File: src/rtl/dither_pkg.sv
package dither_pkg;

    typedef enum logic [1:0] {
        DM_OFF     = 2'd0,
        DM_NOISE   = 2'd1,
        DM_DIFFUSE = 2'd2,
        DM_RSVD    = 2'd3
    } dmode_e;

    localparam int          LFSR_W    = 16;
    localparam logic [15:0] LFSR_MASK = 16'hB400;
    localparam int          SLICE_GAP = 5;

    typedef struct packed {
        logic valid;
        logic sol;
        logic sof;
    } mark_t;

    function automatic logic [LFSR_W-1:0] lfsr_step(input logic [LFSR_W-1:0] s);
        logic [LFSR_W-1:0] n;
        n = s >> 1;
        if (s[0]) n = n ^ LFSR_MASK;
        return n;
    endfunction

endpackage

File: src/rtl/dither_noise.sv
module dither_noise
    import dither_pkg::*;
#(
    parameter logic [15:0] SEED = 16'hACE1
) (
    input  logic              clk,
    input  logic              rst,
    input  logic              adv_i,
    input  logic              sof_i,
    input  logic              frame_en_i,
    output logic [LFSR_W-1:0] state_o
);

    logic [LFSR_W-1:0] lfsr_q;
    logic [LFSR_W-1:0] fcnt_q;

    // Frame reload bypasses the register so the first pixel already sees it.
    always_comb begin
        if (sof_i && frame_en_i)
            state_o = SEED ^ {fcnt_q[LFSR_W-2:0], 1'b0};
        else
            state_o = lfsr_q;
    end

    always_ff @(posedge clk) begin
        if (rst) begin
            lfsr_q <= SEED;
            fcnt_q <= '0;
        end else if (adv_i) begin
            lfsr_q <= lfsr_step(state_o);
            if (sof_i) fcnt_q <= fcnt_q + 1'b1;
        end
    end

endmodule

File: src/rtl/dither_lane.sv
module dither_lane
    import dither_pkg::*;
#(
    parameter int IN_W  = 8,
    parameter int OUT_W = 4,
    parameter int IDX   = 0
) (
    input  logic              clk,
    input  logic              rst,
    input  logic              valid_i,
    input  logic              sol_i,
    input  dmode_e            mode_i,
    input  logic              line_en_i,
    input  logic [LFSR_W-1:0] noise_i,
    input  logic [IN_W-1:0]   comp_i,
    output logic [OUT_W-1:0]  comp_o
);

    localparam int K = IN_W - OUT_W;

    logic [K-1:0]    err_q;
    logic [K-1:0]    slice;
    logic [K-1:0]    dith;
    logic [IN_W:0]   sum;
    logic [IN_W-1:0] sat;

    assign slice = noise_i[IDX*SLICE_GAP +: K];

    always_comb begin
        unique case (mode_i)
            DM_NOISE:   dith = slice;
            DM_DIFFUSE: dith = sol_i ? (line_en_i ? slice : '0) : err_q;
            default:    dith = '0;
        endcase
        sum = {1'b0, comp_i} + {{(IN_W+1-K){1'b0}}, dith};
        sat = sum[IN_W] ? {IN_W{1'b1}} : sum[IN_W-1:0];
    end

    always_ff @(posedge clk) begin
        if (rst) begin
            comp_o <= '0;
            err_q  <= '0;
        end else if (valid_i) begin
            comp_o <= sat[IN_W-1:K];
            err_q  <= sat[K-1:0];
        end
    end

endmodule

File: src/rtl/color_dither.sv
module color_dither
    import dither_pkg::*;
#(
    parameter int          IN_W      = 8,
    parameter int          OUT_W     = 4,
    parameter bit          DITHER_EN = 1'b1,
    parameter logic [15:0] SEED      = 16'hACE1,
    localparam int         OW        = DITHER_EN ? OUT_W : IN_W
) (
    input  logic              clk,
    input  logic              rst,
    input  logic [1:0]        mode_i,
    input  logic              line_seed_en_i,
    input  logic              frame_seed_en_i,
    input  logic              pix_valid_i,
    input  logic              pix_sol_i,
    input  logic              pix_sof_i,
    input  logic [3*IN_W-1:0] pix_rgb_i,
    output logic              out_valid_o,
    output logic              out_sol_o,
    output logic              out_sof_o,
    output logic [3*OW-1:0]   out_rgb_o
);

    mark_t mark_q;

    always_ff @(posedge clk) begin
        if (rst) begin
            mark_q <= '0;
        end else begin
            mark_q.valid <= pix_valid_i;
            mark_q.sol   <= pix_valid_i & pix_sol_i;
            mark_q.sof   <= pix_valid_i & pix_sof_i;
        end
    end

    assign out_valid_o = mark_q.valid;
    assign out_sol_o   = mark_q.sol;
    assign out_sof_o   = mark_q.sof;

    generate
        if (DITHER_EN) begin : g_dither
            logic [LFSR_W-1:0] noise_state;
            dmode_e            mode_e;

            assign mode_e = dmode_e'(mode_i);

            dither_noise #(.SEED(SEED)) u_noise (
                .clk        (clk),
                .rst        (rst),
                .adv_i      (pix_valid_i),
                .sof_i      (pix_sof_i),
                .frame_en_i (frame_seed_en_i),
                .state_o    (noise_state)
            );

            for (genvar c = 0; c < 3; c++) begin : g_lane
                dither_lane #(.IN_W(IN_W), .OUT_W(OUT_W), .IDX(c)) u_lane (
                    .clk       (clk),
                    .rst       (rst),
                    .valid_i   (pix_valid_i),
                    .sol_i     (pix_sol_i),
                    .mode_i    (mode_e),
                    .line_en_i (line_seed_en_i),
                    .noise_i   (noise_state),
                    .comp_i    (pix_rgb_i[c*IN_W +: IN_W]),
                    .comp_o    (out_rgb_o[c*OUT_W +: OUT_W])
                );
            end
        end else begin : g_pass
            always_ff @(posedge clk) begin
                if (rst)              out_rgb_o <= '0;
                else if (pix_valid_i) out_rgb_o <= pix_rgb_i;
            end
        end
    endgenerate

endmodule

File: config.mk
export PLATFORM = sky130hd
export DESIGN_NAME = color_dither
export DESIGN_NICKNAME = d
export VERILOG_FILES = /design/src/rtl/dither_pkg.sv /design/src/rtl/dither_noise.sv /design/src/rtl/dither_lane.sv /design/src/rtl/color_dither.sv
export SDC_FILE = /design/constraint.sdc
export NUM_CORES = 1
export LEC_CHECK = 0
export BUFFER_PORTS_ARGS = -buffer_cell sky130_fd_sc_hd__buf_2
export CAP_MARGIN = 20
export CELL_PAD_IN_SITES_DETAIL_PLACEMENT = 0
export CELL_PAD_IN_SITES_GLOBAL_PLACEMENT = 2
export CORE_MARGIN = 2
export CORE_UTILIZATION = 37
export DETAILED_ROUTE_END_ITERATION = 12
export GPL_TIMING_DRIVEN = 0
export PLACE_DENSITY_LB_ADDON = 0.1
export SETUP_SLACK_MARGIN = 0.5
export SYNTH_ARGS = -nofsm -noshare
export SYNTH_HDL_FRONTEND = slang
export SYNTH_HIERARCHICAL = 1
export SYNTH_SLANG_ARGS = --single-unit
File: constraint.sdc
create_clock -name clk -period 4.98 [get_ports clk]
set_input_delay 0.996 -clock clk [delete_from_list [all_inputs] [get_ports clk]]
set_output_delay 0.996 -clock clk [all_outputs]
set_load 0.01 [all_outputs]
---- Yosys cells after proc, flatten, opt, wreduce, memory -nomap -nowiden ----
Index checks and enable logic that the tools add are counted.
storage, ports and cells
  input bits .............................. 33
  output and inout port bits .............. 15
  word-level logic and storage cells ...... 37
  bits in registers ....................... 59
cells by class
  reductions and logical operators ........ 2
  equal/unequal tests ..................... 2
  bitwise gates (word level) .............. 4
  muxes and demuxes ....................... 14
  $add $sub $neg .......................... 4
operators with widths
  kind                                                                    number
  16-bit 2-to-1 mux                                                       2
  8-bit by 4-bit adder with 9-bit output                                  3
  4-bit 2-to-1 mux                                                        6
  8-bit 2-to-1 mux                                                        3
  4-bit one-hot mux with 2 select lines                                   3
  16-bit by 1-bit adder with 16-bit output (second input constant)        1
  8-bit NOT                                                               1
  3-bit NOT with 4-bit output                                             1
  1-bit AND                                                               2
  2-bit by 1-bit equality test with 1-bit output (second input constant)  1
  2-bit equality test (second input constant)                             1
  2-bit AND reduction                                                     1
  1-bit logical AND                                                       1

---- Depth between registers and ports, before layout ----
Gate-level depths: netlist of the first run.
  word-level depth ........................ 7
  mapped depth ............................ 12
  depth with buffers taken out ............ 11

---- Modules after synthesis ----
The synthesis of the first run kept the hierarchy.
by module, submodules not included
  module        cells an instance  sequential area each (sq um)  instances  area each (sq um)
  dither_lane   76                 160.2                         3          633.1
  dither_noise  190                620.6                         1          1569.0
  color_dither  6                  60.1                          1          88.8

---- Worst setup path before layout of the first run ----
OpenSTA, ideal clock, no wires.
  kind .................................... input port to flip-flop
  from .................................... input pix_sof_i
  to ...................................... register g_dither.g_lane[1].u_lane.comp_o[0]
  stages on the path ...................... 12
  arrival ................................. 2.966 ns
  required time ........................... 4.846 ns
  setup slack ............................. 1.881 ns
  library setup time ...................... 0.134 ns
  buffers on the path ..................... 2
  cell sequence ........................... and2_1 > buf_2 > buf_2 > o21a_1 > a22oi_1 > nor2_1 > ha_1 > fa_1 > nand3_1 > and3_4 > o21a_4 > a211oi_1
between the ends
  longest elaborated chain between the ends .. 7
RTL lines
  item                                        line                text
  start: declaration                          color_dither.sv:17  input logic pix_sof_i,
  1-bit logical AND (*)                       dither_noise.sv:19  if (sof_i && frame_en_i)
  16-bit 2-to-1 mux (*)                       dither_noise.sv:19
  net g_dither.noise_state[5]                 color_dither.sv:43  logic [LFSR_W-1:0] noise_state;
  4-bit 2-to-1 mux (2 in series)              dither_lane.sv:32   DM_DIFFUSE: dith = sol_i ? (line_en_i ? slice : '0) : err_q;
  4-bit one-hot mux with 2 select lines (*)   dither_lane.sv:30   unique case (mode_i)
  8-bit by 4-bit adder with 9-bit output (*)  dither_lane.sv:35   sum = {1'b0, comp_i} + {{(IN_W+1-K){1'b0}}, dith};
  8-bit 2-to-1 mux (*)                        dither_lane.sv:36   sat = sum[IN_W] ? {IN_W{1'b1}} : sum[IN_W-1:0];
  end signal: assignment                      dither_lane.sv:44   comp_o <= sat[IN_W-1:K];
  end: declaration                            dither_lane.sv:16   output logic [OUT_W-1:0] comp_o
The timed path passes the listed nets; every way through them passes the cells marked *.
A chain may end at the register's enable or synchronous reset.

---- Worst setup path after layout of the first run ----
  from .................................... input frame_seed_en_i
  to ...................................... register g_dither.g_lane[1].u_lane.comp_o[1]
between the ends
  longest elaborated chain between the ends .. 7
RTL lines
  item                                        line                text
  start: declaration                          color_dither.sv:14  input logic frame_seed_en_i,
  1-bit logical AND (*)                       dither_noise.sv:19
  16-bit 2-to-1 mux (*)                       dither_noise.sv:19
  net g_dither.noise_state[5]                 color_dither.sv:43
  4-bit 2-to-1 mux (2 in series)              dither_lane.sv:32
  4-bit one-hot mux with 2 select lines (*)   dither_lane.sv:30
  8-bit by 4-bit adder with 9-bit output (*)  dither_lane.sv:35
  8-bit 2-to-1 mux (*)                        dither_lane.sv:36
Marks and branches as above.

==> out/qor.csv, run 1 <==
stage;metric;value;unit
critical_path;rr_worst_depth;9;
cts;cts_resized;0;
synth;synthCells;419;
pwr;ir_worst_vdd;0.1072;mV
floorplan;coreArea;9240;µm²
cts;clock_path_buffers;2;
timing;tns;0;ns
cts;clock-sinks;58;
final_layout;antenna_cells;0;
floorplan;die_h;101.7;µm
pwr;p_leak;1.697;nW
synth;syn_area_per_cell;8.436;µm²
global_routing;use_met1;25.78;%
timing;final_hold_viol_count;0;
critical_path;arrival;3.35;ns
timing;slew_viol_final;0;
global_routing;antenna_found_initial;0;
pwr;p_switching;0.3277;mW
cts;root_buffer;clkbuf_8;
global_routing;met3_usage;4.072;%
critical_path;crit-reg2reg-capture;g_dither.g_lane[1].u_lane/err_q[0];
global_routing;grt_pass1_vias;3027;
timing;finalCritPeriodShare;63.16;%
placed_design;place_area;3931;µm²
pwr;p_seq_share;42.3;%
placed_design;gp_congestion;0.7963;
critical_path;rr_startpoint;g_dither.u_noise/fcnt_q[7];
pwr;comb_power_share;16.6;%
timing;rsz0062_at_grt;no;
global_routing;grtUsageMet2;28.74;%
final_layout;nets;532;
global_routing;grt_pass1_wl;15.06;mm
timing;fin_skew;0.01126;ns
synth;syn-cell-area;3535;µm²
placed_design;place_inst;595;
global_routing;grt_overflow_total;0;
pwr;cellPowerDensity;288.6;nW/µm²
synth;synth_nets;474;
hold_path;hp-class;reg2reg;
critical_path;r2r_slack;2.61;ns
cts;cts_buffers;9;
placed_design;dp_hpwl;6.627;mm
critical_path;worst-path-max-fanout;9;
timing;worst_slack;1.835;ns
cts;clk_pin_slew;0.07;ns
pwr;intPower;0.8701;mW
final_layout;fill_cells;943;
detailed_routing;drtIter0Drc;66;
floorplan;io_pins;48;
critical_path;critPathKind;in2reg;
critical_path;crit_path_start_kind;primary input;
placed_design;detailedPlace.worstSlack;1.488;ns
cts;post_cts_buffers;0;
floorplan;die_area;10350;µm²
detailed_routing;final_antenna_net_count;0;
cts;h-tree-depth;3;
critical_path;path_cells;buf_2, and2_1, buf_2, buf_2, o21a_1, a22oi_1, nor2_1, ha_1, fa_1, nand3_1, and3_4, o21a_4, a211oi_1;
detailed_routing;vias;3169;
detailed_routing;routed_wl;8.992;mm
final_layout;stdcell_count;611;
detailed_routing;viasPerCell;5.187;
timing;timing.hold.ws;0.4674;ns
pwr;sw_frac_of_total;27.36;%
hold_path;holdPathEnd;g_dither.u_noise/lfsr_q[12];
cts;cts_tree;done;
critical_path;slowest_delay;0.45;ns
final_layout;design_area;4150;µm²
global_routing;grt_usage;18.52;%
final_layout;syn_to_final_growth;17.42;%
detailed_routing;drtPass1Iterations;6;
pwr;pwr-share-clk;41.1;%
pwr;power;1.198;mW
global_routing;busiest_layer;met2;
detailed_routing;wl_per_cell;14.72;µm
critical_path;end_kind;flip-flop;
final_layout;drive_above_1_share;20.54;%
placed_design;numPortBuffers;47;
synth;ys.warnings.count;6;
critical_path;cpMostUsedCell;buf_2;
timing;tightest_slew;0.5745;ns
floorplan;start_util;38.25;%
timing;setup_viol;0;
critical_path;slowest_stage;fa_1;
final_layout;layout_common_cells;dfxtp_1, buf_2, nor2_1, nand2_1, inv_1;
run;cap_violations;0;
hold_path;min_path_cells;2;
timing;fmax;317.9;MHz
critical_path;crit_required;5.19;ns
floorplan;std_cell_rows;35;
timing;maxSlewHeadroom;61.70;%
floorplan;die_w;101.7;µm
status;outcome;finished clean;
final_layout;final_common_cell;dfxtp_1;
cts;clk_latency;0.35;ns
cts;cts_hold_buf;0;
global_routing;grt_max_degree;22;
final_layout;post-route-util;44.92;%
detailed_routing;drc;0;
timing;period_needed;3.145;ns
hold_path;min_from;g_dither.u_noise/lfsr_q[12];
-- power by group through the flow --
stage	Combinational, mW	Clock, mW	Sequential (mW)
2_1_floorplan	0.132	0	0.518
3_3_place_gp	0.199	0	0.517
3_5_place_dp	0.200	0	0.517
4_1_cts	0.201	0.508	0.507
5_1_grt	0.227	0.524	0.510
6_report	0.199	0.492	0.507
-- final cells by class --
type	instances	area, µm²	share of cell area, %
Sequential cell	58	1161	27.98
Clock buffer	11	141.4	3.407
Buffer	20	90.09	2.171
Inverter	24	90.09	2.171
Timing Repair Buffer	47	235.2	5.668
Clock inverter	5	77.57	1.869
Tap cell	129	161.4	3.889
Multi-Input combinational cell	317	2193	52.85
-- layer usage --
metal | part of all wire, % | vias to the layer above | wire length (µm)
met5 | 0 | - | 0
met4 | 0.98 | 0 | 88
met3 | 2.4 | 7 | 213
met2 | 46 | 39 | 4117
met1 | 51 | 1487 | 4573
li1 | - | 1636 | -
-- sequential cells by signal, indices dropped and copies added (netlist names) --
signal and flops:
out_valid_o 1, g_dither.u_noise/fcnt_q 15, out_sof_o 1, g_dither.g_lane.u_lane/err_q 12
g_dither.g_lane.u_lane/comp_o 12, out_sol_o 1, g_dither.u_noise/lfsr_q 16
-- how the worst max path moves through the flow --
stage	endpoint	cells past startpoint	start
floorplan	g_dither.g_lane[1].u_lane/comp_o[0]	12	pix_sof_i
global placement	g_dither.g_lane[1].u_lane/comp_o[1]	13	frame_seed_en_i
detailed placement	g_dither.g_lane[1].u_lane/comp_o[1]	13	frame_seed_en_i
CTS	g_dither.g_lane[1].u_lane/comp_o[1]	13	frame_seed_en_i
global route	g_dither.g_lane[2].u_lane/comp_o[2]	12	pix_sof_i
finish	g_dither.g_lane[1].u_lane/comp_o[1]	13	frame_seed_en_i
-- critical path, delay by kind of cell --
kind | cells | cell delay, ns
adders and majority gates | 2 | 0.66
and+or+nand+nor | 4 | 0.57
buffers and inverters | 3 | 0.51
AOI/OAI and AO/OA | 4 | 0.62
Power figures use the tool's default switching activity.
==> run 2: changes to the inputs <==
--- a/config.mk
+++ b/config.mk
@@ -5,12 +5,13 @@
 export SDC_FILE = /design/constraint.sdc
 export NUM_CORES = 1
 export LEC_CHECK = 0
+export ABC_AREA = 1
 export BUFFER_PORTS_ARGS = -buffer_cell sky130_fd_sc_hd__buf_2
 export CAP_MARGIN = 20
 export CELL_PAD_IN_SITES_DETAIL_PLACEMENT = 0
 export CELL_PAD_IN_SITES_GLOBAL_PLACEMENT = 2
 export CORE_MARGIN = 2
-export CORE_UTILIZATION = 37
+export CORE_UTILIZATION = 29
 export DETAILED_ROUTE_END_ITERATION = 12
 export GPL_TIMING_DRIVEN = 0
 export PLACE_DENSITY_LB_ADDON = 0.1
==> constraint.sdc (replaced) <==
create_clock -name clk -period 2.7 [get_ports clk]
set_input_delay 0.54 -clock clk [delete_from_list [all_inputs] [get_ports clk]]
set_output_delay 0.54 -clock clk [all_outputs]
set_load 0.01 [all_outputs]
==> out/qor.csv, run 2 <==
stage;metric;value;unit
pwr;comb_power_share;18.4;%
pwr;p_switching;0.6706;mW
detailed_routing;drtIter0Drc;161;
synth;ys.warnings.count;6;
critical_path;path_cells;buf_12, inv_8, ha_4, a31o_4, nand2_2, a21oi_2, ha_2, fa_2, nand3_2, nand3_4, a21oi_4, inv_2, nor2_2, nor2_1;
final_layout;multi_input_area;2308;µm²
placed_design;gp_congestion;0.7595;
synth;syn-cell-area;3580;µm²
critical_path;critPathKind;in2reg;
pwr;intPower;1.841;mW
final_layout;layout_common_cells;nand2_1, inv_1, nor2_1, dfxtp_1, buf_2;
final_layout;regMostFlops;g_dither.u_noise/lfsr_q;
timing;tightest_slew;0.5363;ns
final_layout;seqCellArea;1164;µm²
final_layout;syn_to_final_growth;34.29;%
global_routing;grt_pass1_vias;3245;
global_routing;grt_pass1_wl;15.85;mm
timing;slew_viol_final;0;
final_layout;largest_register_ffs;16;
floorplan;die_h;115.1;µm
detailed_routing;routed_wl;9.799;mm
placed_design;numPortBuffers;47;
floorplan;coreArea;12010;µm²
detailed_routing;final_antenna_net_count;0;
critical_path;worst-path-max-fanout;6;
floorplan;start_util;29.80;%
timing;period_needed;2.203;ns
pwr;pwr-share-clk;44.4;%
hold_path;hp-class;in2reg;
cts;clock-sinks;58;
detailed_routing;viasPerCell;4.590;
critical_path;crit_required;2.92;ns
critical_path;crit_path_start_kind;primary input;
floorplan;die_area;13250;µm²
timing;finalCritPeriodShare;81.61;%
pwr;sw_frac_of_total;26.70;%
final_layout;post-route-util;40.02;%
cts;clk_pin_slew;0.05;ns
cts;cts_tree;done;
pwr;p_leak;2.280;nW
final_layout;top_regs;g_dither.u_noise/lfsr_q x16, g_dither.u_noise/fcnt_q x15;
floorplan;io_pins;48;
critical_path;slowest_delay;0.40;ns
cts;clk_latency;0.33;ns
cts;h-tree-depth;3;
detailed_routing;wl_per_cell;12.76;µm
synth;syn_area_per_cell;6.679;µm²
timing;maxSlewHeadroom;64.25;%
global_routing;antenna_found_initial;0;
cts;clock_path_buffers;2;
critical_path;end_kind;flip-flop;
synth;synthCells;536;
cts;root_buffer;clkbuf_16;
pwr;p_seq_share;37.2;%
placed_design;place_inst;730;
run;cap_violations;0;
timing;setup_viol;0;
detailed_routing;drc;0;
timing;fmax;453.8;MHz
final_layout;antenna_cells;0;
global_routing;grt_max_degree;20;
timing;timing.hold.ws;0.4525;ns
placed_design;dp_hpwl;7.211;mm
timing;rsz0062_at_grt;yes;
pwr;cellPowerDensity;522.4;nW/µm²
synth;synth_nets;591;
final_layout;drive_above_1_share;26.89;%
final_layout;stdcell_count;768;
global_routing;grt_overflow_total;0;
cts;cts_buffers;9;
final_layout;final_common_cell;nand2_1;
final_layout;fill_cells;1335;
global_routing;grt_usage;15.53;%
timing;final_hold_viol_count;0;
status;outcome;finished clean;
timing;fin_skew;0.008996;ns
final_layout;nets;672;
detailed_routing;vias;3525;
floorplan;die_w;115.1;µm
critical_path;slowest_stage;fa_2;
critical_path;arrival;2.42;ns
floorplan;std_cell_rows;40;
detailed_routing;drtPass1Iterations;4;
pwr;ir_worst_vdd;0.4016;mV
[run 2: per-stage QoR]
step / TNS (ns) / cell area (µm²) / setup slack (ns) / power [mW]
after floorplan: 0 / 3701 / 0.3861 / 1.207
after global placement: -2.640 / 4120 / -0.2153 / 1.339
after detailed placement: -2.447 / 4120 / -0.1991 / 1.342
after CTS: 0 / 4631 / 0.5033 / 2.532
after global routing: 0 / 4807 / 0.3828 / 2.665
final: 0 / 4807 / 0.4965 / 2.511
[run 2: final timing paths]
path	start	to	slack, ns	cells past startpoint
max	mode_i[0]	g_dither.g_lane[2].u_lane/err_q[0]	0.50	14
min	pix_sof_i	out_sof_o	0.45	3
max reg2reg	g_dither.u_noise/fcnt_q[9]	g_dither.g_lane[2].u_lane/err_q[0]	0.60	13
min reg2reg	g_dither.u_noise/lfsr_q[0]	g_dither.u_noise/lfsr_q[0]	0.47	2
[run 2: what timing repair did]
item,4_1_cts,5_1_grt
endpoints found under the setup margin,24,21
resized for setup,32,32
setup buffers,14,9
hold buffers,0,0
endpoints found under the hold margin,0,0
pin swaps,15,21
[run 2: area by class of cell]
| class | instances | share of cell area [%] |
|---|---|---|
| Multi-Input combinational cell | 389 | 48.02 |
| Sequential cell | 58 | 24.21 |
| Timing Repair Buffer | 70 | 9.865 |
| Inverter | 78 | 6.559 |
| Clock buffer | 12 | 5.128 |
| Tap cell | 147 | 3.826 |
| Buffer | 11 | 1.562 |
| Clock inverter | 3 | 0.8329 |
[run 2: power groups by stage]
stage	Clock, mW	Combinational, mW	Sequential, mW
floorplan	0	0.254	0.953
global placement	0	0.390	0.949
detailed placement	0	0.392	0.950
CTS	1.17	0.433	0.933
global route	1.20	0.525	0.938
finish	1.12	0.462	0.933
[run 2: worst max-delay path: cells and delay by family]
| kind | cells | cell delay, ns |
|---|---|---|
| and+or+nand+nor | 5 | 0.37 |
| adders and majority gates | 3 | 0.75 |
| buffers and inverters | 3 | 0.22 |
| AOI/OAI and AO/OA | 3 | 0.54 |
[run 2: routing by layer]
metal | share of wire (%) | GRT usage [%] | vias to the layer above
met1 | 49 | 19.90 | 1587
met4 | 1.1 | 4.337 | 0
met5 | 0 | 0 | -
li1 | - | - | 1883
met2 | 46 | 25.25 | 47
met3 | 4.0 | 4.902 | 8
==> run 3: changes to the inputs <==
==> constraint.sdc (replaced) <==
create_clock -name clk -period 2 [get_ports clk]
set_input_delay 0.4 -clock clk [delete_from_list [all_inputs] [get_ports clk]]
set_output_delay 0.4 -clock clk [all_outputs]
set_load 0.01 [all_outputs]
==> out/qor.csv, run 3 (same netlist as run 2, synthesis figures left out) <==
stage;metric;value;unit
placed_design;detailedPlace.worstSlack;-0.7561;ns
cts;clock_path_buffers;2;
hold_path;hp-class;in2reg;
timing;finalCritPeriodShare;101.5;%
final_layout;antenna_cells;0;
pwr;sw_frac_of_total;26.74;%
critical_path;arrival;2.25;ns
detailed_routing;routed_wl;10.02;mm
final_layout;nets;685;
critical_path;crit-reg2reg-capture;g_dither.g_lane[1].u_lane/comp_o[1];
detailed_routing;drtPass1Iterations;4;
pwr;p_seq_share;36.0;%
status;violations;setup timing;
global_routing;grt_pass1_wl;16.27;mm
pwr;ir_worst_vdd;0.5429;mV
critical_path;critPathKind;in2reg;
global_routing;grt_usage;15.78;%
timing;maxSlewHeadroom;63.88;%
critical_path;rr_worst_depth;13;
placed_design;numPortBuffers;47;
timing;period_needed;2.031;ns
timing;final_hold_viol_count;0;
timing;rsz0062_at_grt;yes;
cts;cts_tree;done;
global_routing;grt_pass1_vias;3379;
detailed_routing;viasPerCell;4.645;
pwr;p_leak;2.369;nW
cts;h-tree-depth;3;
cts;cts_buffers;9;
critical_path;slowest_delay;0.35;ns
global_routing;antenna_found_initial;0;
detailed_routing;vias;3632;
final_layout;fill_cells;1292;
final_layout;design_area;5087;µm²
timing;fin_skew;0.006759;ns
final_layout;regMostFlops;g_dither.u_noise/lfsr_q;
cts;root_buffer;clkbuf_16;
floorplan;coreArea;12010;µm²
critical_path;crit_path_start_kind;primary input;
floorplan;die_w;115.1;µm
final_layout;post-route-util;42.35;%
status;outcome;finished with violations;
hold_path;min_path_cells;3;
global_routing;grt_overflow_total;0;
pwr;cellPowerDensity;687.0;nW/µm²
pwr;pwr-share-clk;44.5;%
placed_design;dp_hpwl;7.171;mm
cts;clk_latency;0.33;ns
final_layout;final_common_cell;nand2_1;
detailed_routing;final_antenna_net_count;0;
timing;worst_slack;-0.03093;ns
floorplan;die_area;13250;µm²
final_layout;syn_to_final_growth;42.12;%
cts;cts_hold_buf;0;
global_routing;grt_max_degree;20;
placed_design;place_area;4120;µm²
floorplan;die_h;115.1;µm
pwr;p_switching;0.9344;mW
timing;fmax;492.4;MHz
final_layout;top_regs;g_dither.u_noise/lfsr_q x16, g_dither.u_noise/fcnt_q x15;
final_layout;layout_common_cells;nand2_1, inv_1, nor2_1, dfxtp_1, buf_2;
critical_path;crit_required;2.22;ns
floorplan;start_util;29.80;%
placed_design;gp_congestion;0.7594;
pwr;intPower;2.560;mW
timing;tns;-0.1362;ns
timing;tightest_slew;0.5418;ns
run;cap_violations;0;
detailed_routing;drc;0;
critical_path;slowest_stage;fa_2;
cts;clk_pin_slew;0.05;ns
critical_path;end_kind;flip-flop;
critical_path;endpoint;g_dither.g_lane[0].u_lane/err_q[1];
critical_path;startpoint;mode_i[0];
critical_path;path_cells;buf_16, inv_8, ha_4, a31o_4, nand2_2, a21oi_2, ha_2, fa_2, nand3_2, nand3_4, a21oi_4, inv_2, nor2_2, nor2_1;
critical_path;rr_startpoint;g_dither.u_noise/fcnt_q[4];
critical_path;r2r_slack;-0.01;ns
critical_path;worst-path-max-fanout;6;
pwr;comb_power_share;19.5;%
final_layout;largest_register_ffs;16;
floorplan;std_cell_rows;40;
timing;setup_viol;10;
floorplan;io_pins;48;
detailed_routing;wl_per_cell;12.81;µm
detailed_routing;drtIter0Drc;210;
timing;slew_viol_final;0;
cts;clock-sinks;58;
final_layout;drive_above_1_share;34.49;%
run 3: cell types whose count changed in the layout (fill, tap and decap cells not counted), sizes merged:
cell | previous run | this run
clkinv | 2 | 1
buf | 76 | 89
clkbuf | 17 | 19
run 3: worst max-delay path, delay by kind of cell:
| family | cells | cell delay, ns |
|---|---|---|
| adder cells (fa/ha/maj) | 3 | 0.68 |
| AO/OA/AOI/OAI | 3 | 0.55 |
| AND/OR/NAND/NOR | 5 | 0.38 |
| buffers and inverters | 3 | 0.23 |
run 3: final cells by class:
cell class              instances  area [µm²]  share of cell area, %
plain buffers                  11       75.07                  1.476
clock buffers                  14       264.0                  5.189
clock inverters                 2       35.03                 0.6886
inverters                      78       317.8                  6.247
multi-input cells             389        2457                  48.30
flip-flops and latches         58        1172                  23.04
well taps                     147       183.9                  3.615
repair buffers                 83       581.8                  11.44
run 3: repair_timing:
| item | in CTS | in global routing |
|---|---|---|
| buffers inserted | 27 | 9 |
| pin swaps | 43 | 22 |
| endpoints found under the setup margin | 24 | 25 |
| cloned | 0 | 0 |
| resized for setup | 67 | 41 |
run 3: routing by layer:
metal / up-vias / share of wire, % / GRT usage (%)
li1: 1906 / - / -
met1: 1654 / 48 / 20.32
met2: 62 / 47 / 25.73
met3: 10 / 4.0 / 4.797
met4: 0 / 1.0 / 4.257
met5: - / 0 / 0
run 3: power groups by stage:
stage          Combinational [mW]  Clock [mW]  Sequential [mW]
2_1_floorplan               0.343           0             1.29
3_3_place_gp                0.526           0             1.28
3_5_place_dp                0.529           0             1.28
4_1_cts                     0.632        1.62             1.26
5_1_grt                     0.766        1.66             1.27
6_report                    0.682        1.55             1.26
run 3: worst min-delay path by stage:
stage                               start  slack, ns                         end
6_report                        pix_sof_i       0.32                   out_sof_o
5_1_grt                         pix_sof_i       0.32                   out_sof_o
4_1_cts                         pix_sof_i       0.29                   out_sof_o
3_5_place_dp   g_dither.u_noise/lfsr_q[0]       0.46  g_dither.u_noise/lfsr_q[0]
3_3_place_gp   g_dither.u_noise/lfsr_q[0]       0.45  g_dither.u_noise/lfsr_q[0]
2_1_floorplan  g_dither.u_noise/lfsr_q[0]       0.44  g_dither.u_noise/lfsr_q[0]
run 3: stage by stage:
step | hold slack, ns | power (mW) | cells
6_report | 0.3195 | 3.495 | 782
3_3_place_gp | 0.4466 | 1.808 | 730
2_1_floorplan | 0.4360 | 1.630 | 536
5_1_grt | 0.3214 | 3.691 | 782
4_1_cts | 0.2949 | 3.508 | 773
3_5_place_dp | 0.4566 | 1.812 | 730
